[config.mk]
export PLATFORM = sky130hd
export DESIGN_NAME = plane_read_unit
export DESIGN_NICKNAME = d
export VERILOG_FILES = /design/src/rtl/plane_read_pkg.sv /design/src/rtl/prd_latch_bank.sv /design/src/rtl/prd_plane_mux.sv /design/src/rtl/prd_color_match.sv /design/src/rtl/plane_read_unit.sv
export SDC_FILE = /design/constraint.sdc
export NUM_CORES = 1
export LEC_CHECK = 0
export BUFFER_PORTS_ARGS = -buffer_cell sky130_fd_sc_hd__buf_2
export CORE_MARGIN = 8
export CORE_UTILIZATION = 25
export CTS_CLUSTER_DIAMETER = 120
export DETAILED_ROUTE_END_ITERATION = 12
export GPL_TIMING_DRIVEN = 0
export PLACE_DENSITY = 0.42
export SYNTH_ARGS = -nofsm -noshare
export SYNTH_HDL_FRONTEND = slang
export SYNTH_HIERARCHICAL = 1
export SYNTH_SLANG_ARGS = --single-unit
[constraint.sdc]
create_clock -name clk -period 1.7 [get_ports clk]
set_input_delay 0.51 -clock clk [delete_from_list [all_inputs] [get_ports clk]]
set_output_delay 0.51 -clock clk [all_outputs]
set_load 0.02 [all_outputs]
[src/rtl/plane_read_pkg.sv]
// Shared types for the planar read path.
package plane_read_pkg;
    typedef enum logic {
        RD_PLANE = 1'b0,
        RD_MATCH = 1'b1
    } rd_mode_e;
endpackage

[src/rtl/prd_latch_bank.sv]
// Read latch bank: captures every plane byte on a read strobe.
// Assumes the plane bytes are valid in the strobe cycle.
module prd_latch_bank #(
    parameter int NUM_PLANES = 4,
    parameter int PIX_W      = 8
) (
    input  logic                        clk,
    input  logic                        rst_n,
    input  logic                        load,
    input  logic [NUM_PLANES*PIX_W-1:0] din,
    output logic [NUM_PLANES*PIX_W-1:0] q
);
    // Load all planes on a read, otherwise hold.
    always_ff @(posedge clk) begin
        if (!rst_n)    q <= '0;
        else if (load) q <= din;
    end

    a_r5_latch_load: assert property (@(posedge clk) disable iff (!rst_n)
        load |=> q == $past(din));
    a_r6_latch_hold: assert property (@(posedge clk) disable iff (!rst_n)
        !load |=> $stable(q));
endmodule

[src/rtl/prd_plane_mux.sv]
// Plane selector: returns the byte of the plane named by sel.
// Assumes NUM_PLANES is a power of two so that every sel value is legal.
module prd_plane_mux #(
    parameter int NUM_PLANES = 4,
    parameter int PIX_W      = 8,
    localparam int SEL_W     = $clog2(NUM_PLANES)
) (
    input  logic [NUM_PLANES*PIX_W-1:0] planes,
    input  logic [SEL_W-1:0]            sel,
    output logic [PIX_W-1:0]            dout
);
    logic [PIX_W-1:0] plane_arr [NUM_PLANES];

    for (genvar g = 0; g < NUM_PLANES; g++) begin : g_split
        assign plane_arr[g] = planes[g*PIX_W +: PIX_W];
    end

    assign dout = plane_arr[sel];
endmodule

[src/rtl/prd_color_match.sv]
// Colour comparator: one match bit per pixel. A pixel matches when every
// participating plane bit equals the corresponding compare colour bit.
// Planes with a clear mask bit never cause a miss.
module prd_color_match #(
    parameter int NUM_PLANES = 4,
    parameter int PIX_W      = 8
) (
    input  logic [NUM_PLANES*PIX_W-1:0] planes,
    input  logic [NUM_PLANES-1:0]       color,
    input  logic [NUM_PLANES-1:0]       mask,
    output logic [PIX_W-1:0]            match
);
    for (genvar px = 0; px < PIX_W; px++) begin : g_pix
        logic miss;
        // Accumulate mismatches over the participating planes of one pixel.
        always_comb begin
            miss = 1'b0;
            for (int p = 0; p < NUM_PLANES; p++) begin
                miss = miss | ((planes[p*PIX_W+px] ^ color[p]) & mask[p]);
            end
        end
        assign match[px] = ~miss;
    end

    always_comb begin
        a_r4_no_plane_all_match: assert (mask != '0 || match == '1);
    end
endmodule

[src/rtl/plane_read_unit.sv]
// Planar read path top. On a read strobe it latches all plane bytes and
// registers either the selected plane or the colour-compare vector.
// Assumes one strobe per read with the plane bytes valid in that cycle.
module plane_read_unit
    import plane_read_pkg::*;
#(
    parameter int NUM_PLANES = 4,
    parameter int PIX_W      = 8,
    localparam int SEL_W     = $clog2(NUM_PLANES)
) (
    input  logic                        clk,
    input  logic                        rst_n,
    input  logic                        rd_stb,
    input  logic [NUM_PLANES*PIX_W-1:0] plane_bytes,
    input  logic                        rd_mode,
    input  logic [SEL_W-1:0]            map_sel,
    input  logic [NUM_PLANES-1:0]       cmp_color,
    input  logic [NUM_PLANES-1:0]       dont_care,
    output logic [PIX_W-1:0]            rd_data,
    output logic [NUM_PLANES*PIX_W-1:0] latch_bytes,
    output logic                        rd_valid
);
    logic [PIX_W-1:0] sel_byte;
    logic [PIX_W-1:0] match_vec;

    prd_latch_bank #(.NUM_PLANES(NUM_PLANES), .PIX_W(PIX_W)) u_latch (
        .clk(clk), .rst_n(rst_n), .load(rd_stb),
        .din(plane_bytes), .q(latch_bytes)
    );

    prd_plane_mux #(.NUM_PLANES(NUM_PLANES), .PIX_W(PIX_W)) u_mux (
        .planes(plane_bytes), .sel(map_sel), .dout(sel_byte)
    );

    prd_color_match #(.NUM_PLANES(NUM_PLANES), .PIX_W(PIX_W)) u_match (
        .planes(plane_bytes), .color(cmp_color), .mask(dont_care),
        .match(match_vec)
    );

    // Register the CPU result for the active read mode.
    always_ff @(posedge clk) begin
        if (!rst_n)      rd_data <= '0;
        else if (rd_stb) rd_data <= (rd_mode_e'(rd_mode) == RD_MATCH) ? match_vec : sel_byte;
    end

    // Flag the cycle after each read.
    always_ff @(posedge clk) begin
        if (!rst_n) rd_valid <= 1'b0;
        else        rd_valid <= rd_stb;
    end

    a_r2_plane_select: assert property (@(posedge clk) disable iff (!rst_n)
        rd_stb && !rd_mode |=> rd_data == $past(sel_byte));
    a_r3_compare_path: assert property (@(posedge clk) disable iff (!rst_n)
        rd_stb && rd_mode |=> rd_data == $past(match_vec));
    a_r4_all_ignored: assert property (@(posedge clk) disable iff (!rst_n)
        rd_stb && rd_mode && dont_care == '0 |=> rd_data == '1);
    a_r6_data_hold: assert property (@(posedge clk) disable iff (!rst_n)
        !rd_stb |=> $stable(rd_data));
    a_r7_valid_after_read: assert property (@(posedge clk) disable iff (!rst_n)
        rd_stb |=> rd_valid);
    a_r7_valid_idle: assert property (@(posedge clk) disable iff (!rst_n)
        !rd_stb |=> !rd_valid);
endmodule

Yosys cells after proc, flatten, opt, wreduce, memory -nomap -nowiden
Cells that the tools add are included.
{"block": "word_totals", "ff_bits": 41, "inputBits": 46, "out_inout_bits": 41}
{"block": "classes", "magnitude_cmp": 1, "muxes": 4, "bitwise": 97}
{"operator": "bitwise AND 1 bit", "count": 32}
{"operator": "XOR 1 bit", "count": 32}
{"operator": "2-to-1 mux 8 bit", "count": 3}
{"operator": "OR 1 bit", "count": 24}
{"operator": "binary-select mux 8 bit (select 2 bit)", "count": 1}
{"operator": "NOT 1 bit", "count": 8}
{"operator": "greater-or-equal comparator 3 bit (second input constant)", "count": 1}
{"operator": "NOT 2 -> 3 bit", "count": 1}

Longest topological paths before layout
{"block": "depth", "ltp_word": 7, "mapped_depth": 6, "depth_no_buf": 5}

By module
The synthesis kept the hierarchy.
{"module": "prd_latch_bank", "instances": 1, "cells_each": 103, "area_per_inst_um2": 1243.7}
{"module": "prd_color_match", "instances": 1, "cells_each": 56, "area_per_inst_um2": 511.7}
{"module": "plane_read_unit", "instances": 1, "cells_each": 36, "area_per_inst_um2": 374.1}
{"module": "prd_plane_mux", "instances": 1, "cells_each": 10, "area_per_inst_um2": 196.4}

Least setup slack after synthesis
Ideal clock, no wire load.
{"block": "synth_path", "path_kind": "input to register", "startpoint": "input port cmp_color[2]", "endpoint": "register rd_data[0]", "setup_time_ns": 0.070, "arrival_ns": 1.393, "path_slack_ns": 0.238, "path_stages": 6, "n_path_buf": 1, "path_cell_list": "buf_2 -> xor2_1 -> a22o_1 -> a221oi_2 -> mux2i_1 -> a21oi_1"}
{"block": "synth_via", "elab_chain_cells": 6}
{"item": "start: declaration", "line_no": "plane_read_unit.sv:17", "source": "input logic [NUM_PLANES-1:0] cmp_color,"}
{"item": "XOR 1 bit", "line_no": "prd_color_match.sv:19", "source": "miss = miss | ((planes[p*PIX_W+px] ^ color[p]) & mask[p]);"}
{"item": "bitwise AND 1 bit", "line_no": "prd_color_match.sv:19"}
{"item": "OR 1 bit (2 in a row)", "line_no": "prd_color_match.sv:19"}
{"item": "NOT 1 bit", "line_no": "prd_color_match.sv:22", "source": "assign match[px] = ~miss;"}
{"item": "named net match_vec[0]", "line_no": "plane_read_unit.sv:24", "source": "logic [PIX_W-1:0] match_vec;"}
{"item": "2-to-1 mux 8 bit", "line_no": "plane_read_unit.sv:43", "source": "else if (rd_stb) rd_data <= (rd_mode_e'(rd_mode) == RD_MATCH) ? match_vec : sel_byte;"}
{"item": "end signal: assignment", "line_no": "plane_read_unit.sv:43"}
{"item": "end: declaration", "line_no": "plane_read_unit.sv:19", "source": "output logic [PIX_W-1:0] rd_data,"}
The timed path passes the listed nets, and every way through them passes these cells.
A chain may end at the register's enable or synchronous reset.

Final worst setup path
{"block": "layout_path", "startpoint": "input port map_sel[0]", "endpoint": "register rd_data[3]"}
{"block": "layout_via", "elab_chain_cells": 5}
{"item": "start: declaration", "line_no": "plane_read_unit.sv:16", "source": "input logic [SEL_W-1:0] map_sel,"}
{"item": "NOT 2 -> 3 bit (implied by the code)", "line_no": "prd_plane_mux.sv:18", "source": "assign dout = plane_arr[sel];"}
{"item": "binary-select mux 8 bit (select 2 bit)", "line_no": "prd_plane_mux.sv:18"}
{"item": "2-to-1 mux 8 bit (implied by the code) (2 in a row)", "line_no": "prd_plane_mux.sv:18"}
{"item": "named net sel_byte[3]", "line_no": "plane_read_unit.sv:23", "source": "logic [PIX_W-1:0] sel_byte;"}
{"item": "2-to-1 mux 8 bit", "line_no": "plane_read_unit.sv:43"}
The timed path passes the listed nets, and every way through them passes these cells. The select of a mux whose other input is x is not followed.

==> impl_results.md <==
* Arr. time, crit path at between 1.5 and 2 ns
* Clk_lat worst skew at roughly 0.3 ns
* First-pass GRT wire length at approximately 11 mm
* Crit share post-route at between 70% and 80%
* Routability cong. at about 0.7
* WL/cell at roughly 18 um
* Top-level port count at 87
* CTS tree: built
* Post-synth top area share at 35.3%
* ANT nets after route at 0
* Post-synth top area cell: dfxtp_1
* Gr usage total at a little under an eighth
* Data required time of the worst path at between 1.5 and 2 ns
* WL final at 7.30 mm
* R2r setup slk at ~1.1 ns
* Cell Area, Synth at about 2300 um^2
* Yosys reg bits at 41
* Syn_nets at between 200 and 300
* Vias in the first global route at around 2000
* Worst r2r src: rd_data[2]
* Fmax at approximately 0.75 GHz
* Setup Skew at 0 ns
* Chip height at 112 um
* Share of layout cells above drive strength 1 at between 30% and 40%
* Worst Hold Depth at 3
* Hpwl dp at roughly 5.7 mm
* FILL cells at 966
* Yosys warns at 6
* Count of pins over their slew limit at 0
* Port Buffers at 75
* Reg2Reg Capture Point: rd_data[2]
* Final Instance Count excl. Fillers at 399
* Hold_sp: plane_bytes[10]
* Max transition margin at about 55%
* Place WS at between 0.04 and 0.05 ns
* Final Worst Setup Slack at around 0.36 ns
* Actual slew at the worst max-slew pin at about 0.67 ns
* Reg2reg path depth at 2
* Final Util at 32.5%
* Minimum clock period at ~1.3 ns
* Antenna cells at 0
* Commonest non-fill, non-tap cell in the layout: buf_2
* Hold_buf cts at 0
* Layout area overhead at 27.9%
* Max_cap viols at 0
* Outcome: finished, final reports clean
* Syn avg cell area at 11.3 um^2
* CTS clk-pin slew, worst paths at roughly 0.09 ns
* Gr ovfl total at 0
* Vias per cell at about 4.5
* # nets final at roughly 330
* # DRC at 0
* Final instance area at about 3000 um^2
* Syn Inst Count at between 200 and 250
* Synth cell types at 17
* CTS Buffer Depth at 2
* Number of buffers created by CTS at 5
* DP Area at around 2800 um^2
* Leak at 1.39 nW
* DR vias at ~1800
* Total core area at 9150 um^2
* Die Area at 12600 um^2
* Register area at 821 um^2
* Placed insts at 391
* Largest net degree at the start of global routing at 15
* Post-CTS sizing at 0
* Die Wd at 112 um
* # rows at 35
* Worst setup SP type: input pin
* First-pass DRT Iterations at 4
* CTS Sinks at 41
* Setup repair bufs after CTS at 0
* Hold EP: u_latch/q[10]
* Worst hold path type: in2reg
* RSZ-0062 raised after global routing: false
* Initial Util at about a quarter
* Fin Hold WS at ~0.51 ns
* Most frequent cells in the layout: 76 x buf_2, 41 x dfxtp_1, 40 x mux2i_1
* Post-synthesis sequential area ratio at 35.3%
* DRT iter0 DRCs at 67
* Count of final hold-check violations at 0
* Fin Setup TNS at 0 ns
* Worst setup EP type: flip-flop
* PD cells at ~880 nW/um^2
* Area of the multi-input gates at between 1000 and 1500 um^2
* Critical path class: in2reg
* Synth top area cells: dfxtp_1 35%, mux2i_1 17%, xor2_1 12%
* Total power draw at roughly 2.6 mW
* Final setup viols at 0
* H-tree depth at 2
* Clk root buf: clkbuf_8
* Critical path fanouts, max at 8
* Worst vdd ir at 0.305 mV
* Initial antenna violation count at 0
[how the worst max path moves through the flow]
| stage | from | to | slack (ns) | cells past startpoint |
|---|---|---|---|---|
| after floorplan | cmp_color[2] | rd_data[0] | 0.24 | 6 |
| after global placement | map_sel[0] | rd_data[4] | 0.05 | 4 |
| after detailed placement | map_sel[0] | rd_data[4] | 0.04 | 4 |
| after CTS | rd_data[7] | rd_data[7] | 0.34 | 1 |
| after global routing | cmp_color[2] | rd_data[4] | 0.28 | 6 |
| final | map_sel[0] | rd_data[3] | 0.36 | 4 |
[layer usage]
metal	part of all wire (%)	vias up	global-route usage, %	wire, um
li1	-	882	-	-
met1	47	836	14.8	3470
met2	44	58	18.0	3200
met3	7.6	6	4.83	553
met4	1.0	0	3.24	76
met5	0	-	0	0
[logic make-up after synthesis]
group           after synthesis  share of synthesized area (%)
buf+inv                      19                           6.99
compound gates               32                           11.8
mux                          48                           25.0
xor+xnor                     32                           12.0
simple gates                 33                           8.93
flops                        41                           35.3
[where the power goes]
group	leakage [nW]	internal (mW)	switching [mW]
clock network	0.0681	0.584	0.368
registers	0.339	1.02	0.0279
logic	0.988	0.275	0.340
total	1.39	1.88	0.736
[flip-flops by register name (all words and copies together), names as in the netlist]
register and flops:
rd_data 8, u_latch/q 32, rd_valid 1
[final cells by class]
type / instances / area share [%]
clock inverter: 3 / 2.19
sequential: 41 / 27.6
clock buffer: 5 / 2.31
buffer: 19 / 5.47
timing repair buffer: 75 / 12.6
multi-input combinational: 145 / 45.1
tap: 111 / 4.67
[Yosys cell counts]
master and number:
dfxtp_1 41, mux2i_1 40, nor2b_1 32, xor2_1 32, a21oi_1 8, a221oi_2 8, a22o_1 8, mux4_2 8
o21ai_0 7, buf_6 5, clkbuf_1 5, buf_12 3, clkbuf_2 3, buf_1 2, and2_2 1, buf_2 1
o21ai_2 1
[worst max-delay path, cell delays in order]
cell     delay (ns)
buf_6          0.15
mux4_2         0.52
mux2i_1        0.24
a21oi_1        0.10
Note: power is estimated with default switching activity, not from simulation.
